**config.mk**
```make
export PLATFORM = sky130hd
export DESIGN_NAME = seg_alloc_table
export DESIGN_NICKNAME = d
export VERILOG_FILES = /design/src/rtl/seg_pkg.sv /design/src/rtl/seg_cam.sv /design/src/rtl/seg_gap_find.sv /design/src/rtl/seg_retry.sv /design/src/rtl/seg_alloc_table.sv
export SDC_FILE = /design/constraint.sdc
export NUM_CORES = 2
export LEC_CHECK = 0
export CAP_MARGIN = 0
export CORE_ASPECT_RATIO = 0.9
export CORE_MARGIN = 1.5
export CORE_UTILIZATION = 44
export CTS_CLUSTER_SIZE = 28
export DETAILED_ROUTE_END_ITERATION = 7
export DONT_BUFFER_PORTS = 1
export PLACE_DENSITY = 0.66
export SYNTH_ARGS = -nofsm -noshare
export SYNTH_HDL_FRONTEND = slang
export SYNTH_SLANG_ARGS = --single-unit
```
**constraint.sdc**
```tcl
create_clock -name clk_i -period 30.6 [get_ports clk_i]
set_clock_uncertainty 0.1 [all_clocks]
set_input_delay 4.59 -clock clk_i [delete_from_list [all_inputs] [get_ports clk_i]]
set_output_delay 4.59 -clock clk_i [all_outputs]
set_load 0.005 [all_outputs]
```
**src/rtl/seg_pkg.sv**
```systemverilog
`timescale 1ns/1ps
package seg_pkg;
  typedef enum logic [2:0] {
    RES_IDLE,
    RES_HIT,
    RES_NEW,
    RES_SPECIAL,
    RES_KILL
  } seg_res_e;
endpackage

```
**src/rtl/seg_cam.sv**
```systemverilog
`timescale 1ns/1ps
module seg_cam #(
  parameter int NUM_SLOTS = 16,
  parameter int TID_W     = 5,
  localparam int SLOT_W   = $clog2(NUM_SLOTS)
) (
  input  logic [NUM_SLOTS-1:0]            valid_i,
  input  logic [NUM_SLOTS-1:0][TID_W-1:0] tid_i,
  input  logic [TID_W-1:0]                key_i,
  output logic                            hit_o,
  output logic [SLOT_W-1:0]               idx_o
);
  always_comb begin
    hit_o = 1'b0;
    idx_o = '0;
    for (int i = NUM_SLOTS - 1; i >= 0; i--) begin
      if (valid_i[i] && tid_i[i] == key_i) begin
        hit_o = 1'b1;
        idx_o = SLOT_W'(i);
      end
    end
  end
endmodule

```
**src/rtl/seg_gap_find.sv**
```systemverilog
`timescale 1ns/1ps
module seg_gap_find #(
  parameter int NUM_SLOTS = 16,
  parameter int SIZE_W    = 6,
  localparam int SLOT_W   = $clog2(NUM_SLOTS),
  localparam int CNT_W    = SLOT_W + 1
) (
  input  logic [NUM_SLOTS-1:0]             valid_i,
  input  logic [NUM_SLOTS-1:0][SIZE_W-1:0] size_i,
  input  logic [SLOT_W-1:0]                head_i,
  input  logic [CNT_W-1:0]                 cnt_i,
  input  logic [SIZE_W-1:0]                need_i,
  output logic                             found_o,
  output logic [SLOT_W-1:0]                idx_o
);
  // descending walk: the last write wins, so the hole nearest the head is kept
  always_comb begin
    found_o = 1'b0;
    idx_o   = '0;
    for (int k = NUM_SLOTS - 1; k >= 0; k--) begin
      if (CNT_W'(k) < cnt_i &&
          !valid_i[head_i + SLOT_W'(k)] &&
          size_i[head_i + SLOT_W'(k)] >= need_i) begin
        found_o = 1'b1;
        idx_o   = head_i + SLOT_W'(k);
      end
    end
  end
endmodule

```
**src/rtl/seg_retry.sv**
```systemverilog
`timescale 1ns/1ps
module seg_retry #(
  parameter int NUM_THREADS = 32,
  parameter int SIZE_W      = 6,
  parameter int RETRY_LIMIT = 10,
  localparam int TID_W      = $clog2(NUM_THREADS),
  localparam int RC_W       = $clog2(RETRY_LIMIT + 2)
) (
  input  logic              clk_i,
  input  logic              rst_ni,
  input  logic [TID_W-1:0]  tid_i,
  input  logic              fail_i,
  input  logic              clear_i,
  input  logic [SIZE_W-1:0] need_i,
  output logic              over_o,
  output logic [SIZE_W-1:0] rec_size_o
);
  localparam logic [RC_W-1:0] SAT = RC_W'(RETRY_LIMIT + 1);

  logic [NUM_THREADS-1:0][RC_W-1:0]   cnt_q;
  logic [NUM_THREADS-1:0][SIZE_W-1:0] rec_q;

  assign over_o     = cnt_q[tid_i] > RC_W'(RETRY_LIMIT);
  assign rec_size_o = rec_q[tid_i];

  always_ff @(posedge clk_i or negedge rst_ni) begin
    if (!rst_ni) begin
      cnt_q <= '0;
      rec_q <= '0;
    end else if (fail_i) begin
      rec_q[tid_i] <= need_i;
      if (cnt_q[tid_i] != SAT) cnt_q[tid_i] <= cnt_q[tid_i] + 1'b1;
    end else if (clear_i) begin
      cnt_q[tid_i] <= '0;
    end
  end

  AST_FAIL_CLEAR_EXCL: assert property (@(posedge clk_i) disable iff (!rst_ni)
    !(fail_i && clear_i));
endmodule

```
**src/rtl/seg_alloc_table.sv**
```systemverilog
`timescale 1ns/1ps
module seg_alloc_table
  import seg_pkg::*;
#(
  parameter int NUM_SLOTS   = 16,
  parameter int PREG        = 128,
  parameter int NUM_THREADS = 32,
  parameter int NUM_LREG    = 32,
  parameter int RETRY_LIMIT = 10,
  localparam int TID_W      = $clog2(NUM_THREADS),
  localparam int LREG_W     = $clog2(NUM_LREG),
  localparam int PREG_W     = $clog2(PREG)
) (
  input  logic              clk_i,
  input  logic              rst_ni,
  input  logic              req_valid_i,
  input  logic [TID_W-1:0]  req_tid_i,
  input  logic [LREG_W-1:0] req_lreg_i,
  input  logic              free_valid_i,
  input  logic [TID_W-1:0]  free_tid_i,
  output logic              grant_o,
  output logic [PREG_W-1:0] grant_preg_o,
  output logic              kill_o,
  output logic              special_o,
  output logic              free_pulse_o
);
  localparam int SLOT_W = $clog2(NUM_SLOTS);
  localparam int CNT_W  = SLOT_W + 1;
  localparam int SIZE_W = LREG_W + 1;
  localparam int SPAN_W = PREG_W + 1;
  localparam logic [SLOT_W-1:0] S_ONE = SLOT_W'(1);

  // slot table
  logic [NUM_SLOTS-1:0]             slot_valid_q;
  logic [NUM_SLOTS-1:0][PREG_W-1:0] slot_start_q;
  logic [NUM_SLOTS-1:0][SIZE_W-1:0] slot_size_q;
  logic [NUM_SLOTS-1:0][TID_W-1:0]  slot_tid_q;
  logic [SLOT_W-1:0]                head_q, tail_q;
  logic [CNT_W-1:0]                 cnt_q;
  logic [SPAN_W-1:0]                span_q;
  logic [PREG_W-1:0]                aptr_q;
  logic                             pulse_q;

  logic              look_hit, free_hit, gap_found, retry_over;
  logic [SLOT_W-1:0] look_idx, free_idx, gap_idx, tail_prev;
  logic [SIZE_W-1:0] need, rec_size;
  logic              tail_ok, head_cmp, tail_cmp;
  logic [PREG_W-1:0] base;
  seg_res_e          res;

  assign need      = SIZE_W'(req_lreg_i) + SIZE_W'(1);
  assign tail_prev = tail_q - S_ONE;
  assign tail_ok   = (cnt_q < CNT_W'(NUM_SLOTS)) &&
                     (SPAN_W'(need) <= SPAN_W'(PREG) - span_q);

  seg_cam #(.NUM_SLOTS(NUM_SLOTS), .TID_W(TID_W)) u_look (
    .valid_i(slot_valid_q), .tid_i(slot_tid_q), .key_i(req_tid_i),
    .hit_o(look_hit), .idx_o(look_idx)
  );

  seg_cam #(.NUM_SLOTS(NUM_SLOTS), .TID_W(TID_W)) u_free (
    .valid_i(slot_valid_q), .tid_i(slot_tid_q), .key_i(free_tid_i),
    .hit_o(free_hit), .idx_o(free_idx)
  );

  seg_gap_find #(.NUM_SLOTS(NUM_SLOTS), .SIZE_W(SIZE_W)) u_gap (
    .valid_i(slot_valid_q), .size_i(slot_size_q), .head_i(head_q),
    .cnt_i(cnt_q), .need_i(rec_size),
    .found_o(gap_found), .idx_o(gap_idx)
  );

  seg_retry #(.NUM_THREADS(NUM_THREADS), .SIZE_W(SIZE_W),
              .RETRY_LIMIT(RETRY_LIMIT)) u_retry (
    .clk_i, .rst_ni,
    .tid_i(req_tid_i),
    .fail_i(res == RES_KILL),
    .clear_i(grant_o),
    .need_i(need),
    .over_o(retry_over),
    .rec_size_o(rec_size)
  );

  always_comb begin
    res = RES_IDLE;
    if (req_valid_i) begin
      if (look_hit)                     res = RES_HIT;
      else if (tail_ok)                 res = RES_NEW;
      else if (retry_over && gap_found) res = RES_SPECIAL;
      else                              res = RES_KILL;
    end
  end

  always_comb begin
    unique case (res)
      RES_HIT:     base = slot_start_q[look_idx];
      RES_SPECIAL: base = slot_start_q[gap_idx];
      default:     base = aptr_q;
    endcase
  end

  assign grant_o      = res == RES_HIT || res == RES_NEW || res == RES_SPECIAL;
  assign kill_o       = res == RES_KILL;
  assign special_o    = res == RES_SPECIAL;
  assign grant_preg_o = base + PREG_W'(req_lreg_i);
  assign free_pulse_o = pulse_q;

  // partial compression: retire holes at either end, never move live slots
  assign head_cmp = (cnt_q != '0) && !slot_valid_q[head_q] &&
                    !(res == RES_SPECIAL && gap_idx == head_q);
  assign tail_cmp = (res != RES_NEW) && (cnt_q >= CNT_W'(2)) &&
                    !slot_valid_q[tail_prev] &&
                    !(res == RES_SPECIAL && gap_idx == tail_prev);

  logic [SPAN_W-1:0] add_sz, head_sz, tail_sz;
  assign add_sz  = (res == RES_NEW) ? SPAN_W'(need) : '0;
  assign head_sz = head_cmp ? SPAN_W'(slot_size_q[head_q]) : '0;
  assign tail_sz = tail_cmp ? SPAN_W'(slot_size_q[tail_prev]) : '0;

  always_ff @(posedge clk_i or negedge rst_ni) begin
    if (!rst_ni) begin
      slot_valid_q <= '0;
      slot_start_q <= '0;
      slot_size_q  <= '0;
      slot_tid_q   <= '0;
      head_q       <= '0;
      tail_q       <= '0;
      cnt_q        <= '0;
      span_q       <= '0;
      aptr_q       <= '0;
      pulse_q      <= 1'b0;
    end else begin
      pulse_q <= free_valid_i && free_hit;
      if (free_valid_i && free_hit) slot_valid_q[free_idx] <= 1'b0;
      if (res == RES_NEW) begin
        slot_valid_q[tail_q] <= 1'b1;
        slot_start_q[tail_q] <= aptr_q;
        slot_size_q[tail_q]  <= need;
        slot_tid_q[tail_q]   <= req_tid_i;
      end
      if (res == RES_SPECIAL) begin
        slot_valid_q[gap_idx] <= 1'b1;
        slot_tid_q[gap_idx]   <= req_tid_i;
      end
      head_q <= head_q + SLOT_W'(head_cmp);
      tail_q <= tail_q + SLOT_W'(res == RES_NEW) - SLOT_W'(tail_cmp);
      cnt_q  <= cnt_q + CNT_W'(res == RES_NEW) - CNT_W'(head_cmp)
                      - CNT_W'(tail_cmp);
      span_q <= span_q + add_sz - head_sz - tail_sz;
      aptr_q <= aptr_q + PREG_W'(add_sz) - PREG_W'(tail_sz);
    end
  end

  AST_IDLE_QUIET: assert property (@(posedge clk_i) disable iff (!rst_ni)
    !req_valid_i |-> !grant_o && !kill_o && !special_o);
  AST_SLOT_BOUND: assert property (@(posedge clk_i) disable iff (!rst_ni)
    cnt_q <= CNT_W'(NUM_SLOTS));
  AST_SPAN_BOUND: assert property (@(posedge clk_i) disable iff (!rst_ni)
    span_q <= SPAN_W'(PREG));
  AST_ONE_RESULT: assert property (@(posedge clk_i) disable iff (!rst_ni)
    req_valid_i |-> (grant_o ^ kill_o));
  AST_SPECIAL_GATED: assert property (@(posedge clk_i) disable iff (!rst_ni)
    special_o |-> retry_over && !slot_valid_q[gap_idx]);
  AST_PULSE_CAUSE: assert property (@(posedge clk_i) disable iff (!rst_ni)
    free_pulse_o |-> $past(free_valid_i));
endmodule

```
==> tab_implementation.tex <==
\begin{tabular}{lr}
\hline
Metric & Value \\
\hline
\multicolumn{2}{l}{\textbf{Run status}} \\
Status & finished, final reports clean \\
\multicolumn{2}{l}{\textbf{STA}} \\
Worst hold slack & around 0.38 ns \\
Worst-margin pin slew & 1.309 ns \\
Max Transition Viols Final & 0 \\
Setup repair after global routing missed its margin & no \\
Final TNS setup & 0 ns \\
Tightest slew margin relative to the limit & 0.1264 \\
Final critical-path share of the clock period & 0.5560 \\
Hold Vio Cnt, Final & 0 \\
Maximum clock rate & 0.05877 GHz \\
Number of failing setup endpoints in the final timing report & 0 \\
Fin crit period & between 15 and 20 ns \\
\multicolumn{2}{l}{\textbf{Global routing}} \\
Pin count of the biggest net entering global routing & around 650 \\
Global-route wire length before repair & about 200000 um \\
Remaining global-route overflow & 0 \\
Via count of the first global-routing pass & between 30000 and 40000 \\
Initial antenna violation count & 1 \\
Overall track demand over capacity in global routing & 0.2583 \\
\multicolumn{2}{l}{\textbf{Cells and area}} \\
Share of layout cells above drive strength 1 & 0.2430 \\
Final standard cell utilization of the core & 0.4858 \\
Multi-input logic area & between 20000 and 30000 um\^{}2 \\
Register Area & 16350 um\^{}2 \\
Area overhead of the layout relative to synthesis & 8.873\% \\
Number of filler cells placed in the layout & 8475 \\
Post-layout net count & $\sim$3900 \\
Cell area after layout & approximately 47000 um\^{}2 \\
\multicolumn{2}{l}{\textbf{Clock tree}} \\
Number of clock sinks seen by CTS & about 650 \\
Max Root-Sink Buffers & 3 \\
TritonCTS clock tree & built \\
PostCTS Resize Cnt & 0 \\
Clock tree root driver cell & sky130\_fd\_sc\_hd\_\_clkbuf\_16 \\
Number of hold buffers added after CTS & 0 \\
Post-CTS clock slew at the launch and capture registers of the worst setup and hold paths & roughly 0.06 ns \\
Post-CTS repair timing setup buffer count & 0 \\
Number of levels the H-tree was split into & 3 \\
CTS buffer count & 72 \\
Worst-skew pair later-pin latency & $\sim$0.67 ns \\
\multicolumn{2}{l}{\textbf{Job}} \\
Max-cap viol count & 0 \\
\multicolumn{2}{l}{\textbf{Hold path}} \\
Hold path startpoint & slot\_start\_q[103] \\
Cell depth of the worst min-delay path & 2 \\
Tightest Hold Check Type & flop to flop \\
End point of the worst hold path & slot\_start\_q[103] \\
\multicolumn{2}{l}{\textbf{Synth}} \\
Number of synthesized flops with an enable pin & 0 \\
Mean post-synth cell area & 11.30 um\^{}2 \\
Mapped cell area & between 40000 and 50000 um\^{}2 \\
Synthesis-stage register bit count & $\sim$650 \\
Top-count cell post-synth & sky130\_fd\_sc\_hd\_\_dfrtp\_1 \\
Area share of the largest cell type after synthesis & 0.3779 \\
Cell count after synthesis & $\sim$3800 \\
Leading cell types by total area after synthesis & sky130\_fd\_sc\_hd\_\_dfrtp\_1 38\%, sky130\_fd\_sc\_hd\_\_mux4\_2 15\%, sky130\_fd\_sc\_hd\_\_mux2\_2 9.6\% \\
Sequential area share after synthesis & 0.3779 \\
Most used flip-flop cell after synthesis & sky130\_fd\_sc\_hd\_\_dfrtp\_1 \\
Largest area contributor in the netlist & sky130\_fd\_sc\_hd\_\_dfrtp\_1 \\
Asr flop ratio synth & 1.000 \\
Commonest cells post-synth & 653 x sky130\_fd\_sc\_hd\_\_dfrtp\_1, 370 x sky130\_fd\_sc\_hd\_\_mux2\_2, 281 x sky130\_fd\_sc\_hd\_\_mux4\_2 \\
Nets in the synthesized netlist & slightly above 4000 \\
Total of warnings raised by yosys & 0 \\
Unique cell type count in the Yosys netlist & 93 \\
\multicolumn{2}{l}{\textbf{Die}} \\
Die Outline Area & about 100000 um\^{}2 \\
Number of standard-cell rows in the floorplan & between 100 and 150 \\
Standard cell core area & 96890 um\^{}2 \\
Initial standard-cell utilization of the core & 0.4462 \\
Top Ports & 30 \\
Die X & around 330 um \\
Die boundary height & approximately 300 um \\
\multicolumn{2}{l}{\textbf{Worst setup path}} \\
Critical Path Fanout Max & 52 \\
Category of the worst setup path launch point & primary input \\
Setup crit end kind & output port \\
Arrival time worst endpoint & approximately 12 ns \\
Number of cell instances on the worst register-to-register path & 32 \\
Worst Setup Path Type & primary input to output port \\
R2r startpoint & head\_q[1] \\
Capture instance of the worst register-to-register path & span\_q[7] \\
Flop-to-flop setup slack & about 19 ns \\
CP Data Required Time & roughly 26 ns \\
\multicolumn{2}{l}{\textbf{Detailed routing}} \\
Vias after detailed routing & 31470 \\
DRC Markers & 0 \\
Per-cell via count in the routed design & between 6 and 7 \\
DRC marker count from the first detailed-route iteration & a little over 3000 \\
Post-route antenna net violation count & 0 \\
Average detailed-routed wire length per instance & approximately 26 um \\
Routed Wire Length & between 100000 and 150000 um \\
1st-pass router iterations & 5 \\
\multicolumn{2}{l}{\textbf{Placed design}} \\
Final Wtd Congestion & about 1 \\
Post-detailed-placement cell area & 44420 um\^{}2 \\
Estimated wirelength of the detail-placed design & between 80000 and 90000 um \\
Port buffer count & 0 \\
\hline
\end{tabular}
==> sequential cells by signal, indices dropped and copies added (netlist names) <==
| register | cells |
|---|---|
| aptr_q | 7 |
| head_q | 4 |
| u_retry.cnt_q | 128 |
| slot_valid_q | 16 |
| slot_tid_q | 80 |
| cnt_q | 5 |
| slot_start_q | 112 |
| span_q | 8 |
| u_retry.rec_q | 192 |
| tail_q | 4 |
| slot_size_q | 96 |
| free_pulse_o | 1 |
==> critical path, cell delays in order <==
cell and delay (ns):
sky130_fd_sc_hd__nor3b_1 0.86, sky130_fd_sc_hd__a22oi_1 0.26, sky130_fd_sc_hd__and4_1 0.64, sky130_fd_sc_hd__ha_1 0.40, sky130_fd_sc_hd__a21oi_1 0.15, sky130_fd_sc_hd__o21ai_0 0.11, sky130_fd_sc_hd__a221oi_1 0.46, sky130_fd_sc_hd__nor3_2 0.21
sky130_fd_sc_hd__o311ai_0 0.82, sky130_fd_sc_hd__a311oi_1 0.40, sky130_fd_sc_hd__a21oi_4 0.23, sky130_fd_sc_hd__buf_4 0.70, sky130_fd_sc_hd__mux2i_1 0.27, sky130_fd_sc_hd__mux2i_1 0.09, sky130_fd_sc_hd__mux2i_1 0.15, sky130_fd_sc_hd__mux2i_1 0.11
sky130_fd_sc_hd__a221o_1 0.34, sky130_fd_sc_hd__ha_1 0.22, sky130_fd_sc_hd__fa_1 0.40, sky130_fd_sc_hd__a21oi_1 0.15, sky130_fd_sc_hd__nor2_1 0.05, sky130_fd_sc_hd__nor2_1 0.16, sky130_fd_sc_hd__nor2b_1 0.08, sky130_fd_sc_hd__o22ai_1 0.15
sky130_fd_sc_hd__xnor2_1 0.16
==> layout by cell type (no fill, tap or decap), types with 12 or more instances in the layout <==
cell | Yosys | final
sky130_fd_sc_hd__mux4_2 | 281 | 281
sky130_fd_sc_hd__nand2b_1 | 28 | 28
sky130_fd_sc_hd__fa_1 | 22 | 22
sky130_fd_sc_hd__a211oi_1 | 51 | 51
sky130_fd_sc_hd__clkbuf_16 | 0 | 73
sky130_fd_sc_hd__nor2b_1 | 12 | 12
sky130_fd_sc_hd__mux2i_1 | 255 | 255
sky130_fd_sc_hd__clkbuf_1 | 172 | 14
sky130_fd_sc_hd__nor3_1 | 21 | 21
sky130_fd_sc_hd__xnor2_1 | 71 | 66
sky130_fd_sc_hd__nand2_1 | 242 | 242
sky130_fd_sc_hd__o21ai_0 | 209 | 209
sky130_fd_sc_hd__ha_1 | 159 | 158
sky130_fd_sc_hd__nor2_1 | 258 | 255
sky130_fd_sc_hd__mux2_2 | 370 | 370
sky130_fd_sc_hd__and3_1 | 33 | 33
sky130_fd_sc_hd__xor2_1 | 140 | 138
sky130_fd_sc_hd__nor4_1 | 41 | 41
sky130_fd_sc_hd__clkbuf_8 | 0 | 15
sky130_fd_sc_hd__dfrtp_1 | 653 | 649
sky130_fd_sc_hd__a21o_1 | 26 | 26
sky130_fd_sc_hd__inv_1 | 125 | 125
sky130_fd_sc_hd__nand4_1 | 15 | 15
sky130_fd_sc_hd__nor2_2 | 24 | 27
sky130_fd_sc_hd__nand3_1 | 83 | 81
sky130_fd_sc_hd__a22oi_1 | 28 | 28
sky130_fd_sc_hd__a21oi_1 | 210 | 208
sky130_fd_sc_hd__buf_4 | 3 | 60
==> stage by stage <==
step | instances | setup WS, ns
after global routing | 5031 | 13.18
after CTS | 5028 | 13.80
after global placement | 4900 | 13.91
after detailed placement | 4900 | 13.81
after floorplan | 3827 | 13.33
final | 5033 | 13.59
==> kinds of logic (layout without fill, tap and decap cells) <==
kind of cell / count (synthesis) / in the layout / synth area share
mux: 909 / 909 / 0.3026
simple gates: 831 / 831 / 0.09127
compound gates: 658 / 658 / 0.09359
flops: 653 / 653 / 0.3779
buf+inv: 381 / 320 / 0.03455
xor+xnor: 214 / 214 / 0.04387
fa+ha+maj: 181 / 181 / 0.05620
other cells: 0 / 2 / 0
==> worst max-delay path by stage <==
stage                                  to  slack, ns  cells after the start    startpoint
after floorplan           grant_preg_o[6]      13.33                     32  req_tid_i[1]
after global placement    grant_preg_o[6]      13.91                     25  req_tid_i[3]
after detailed placement  grant_preg_o[6]      13.81                     25  req_tid_i[3]
after CTS                 grant_preg_o[6]      13.80                     25  req_tid_i[3]
after global routing      grant_preg_o[6]      13.18                     26  req_tid_i[2]
final                     grant_preg_o[6]      13.59                     25  req_tid_i[2]
==> cell type report <==
| class | instances | share of cell area |
|---|---|---|
| diodes | 2 | 0.0001063 |
| clock buffers | 102 | 0.04431 |
| flip-flops and latches | 653 | 0.3474 |
| repair buffers | 63 | 0.01132 |
| well taps | 1265 | 0.03362 |
| multi-input cells | 2793 | 0.5427 |
| clock inverters | 26 | 0.01026 |
| inverters | 129 | 0.01029 |
==> routing by layer <==
layer	GRT usage	share of wire	vias to the layer above
li1	-	-	13920
met2	0.4035	0.46	1128
met5	0	0	-
met3	0.05100	0.074	214
met4	0.08915	0.033	0
met1	0.3600	0.43	16210
Power is left out: the tool's default activity adds up to more than one toggle a clock period on the data nets, which glitch-free logic cannot reach.
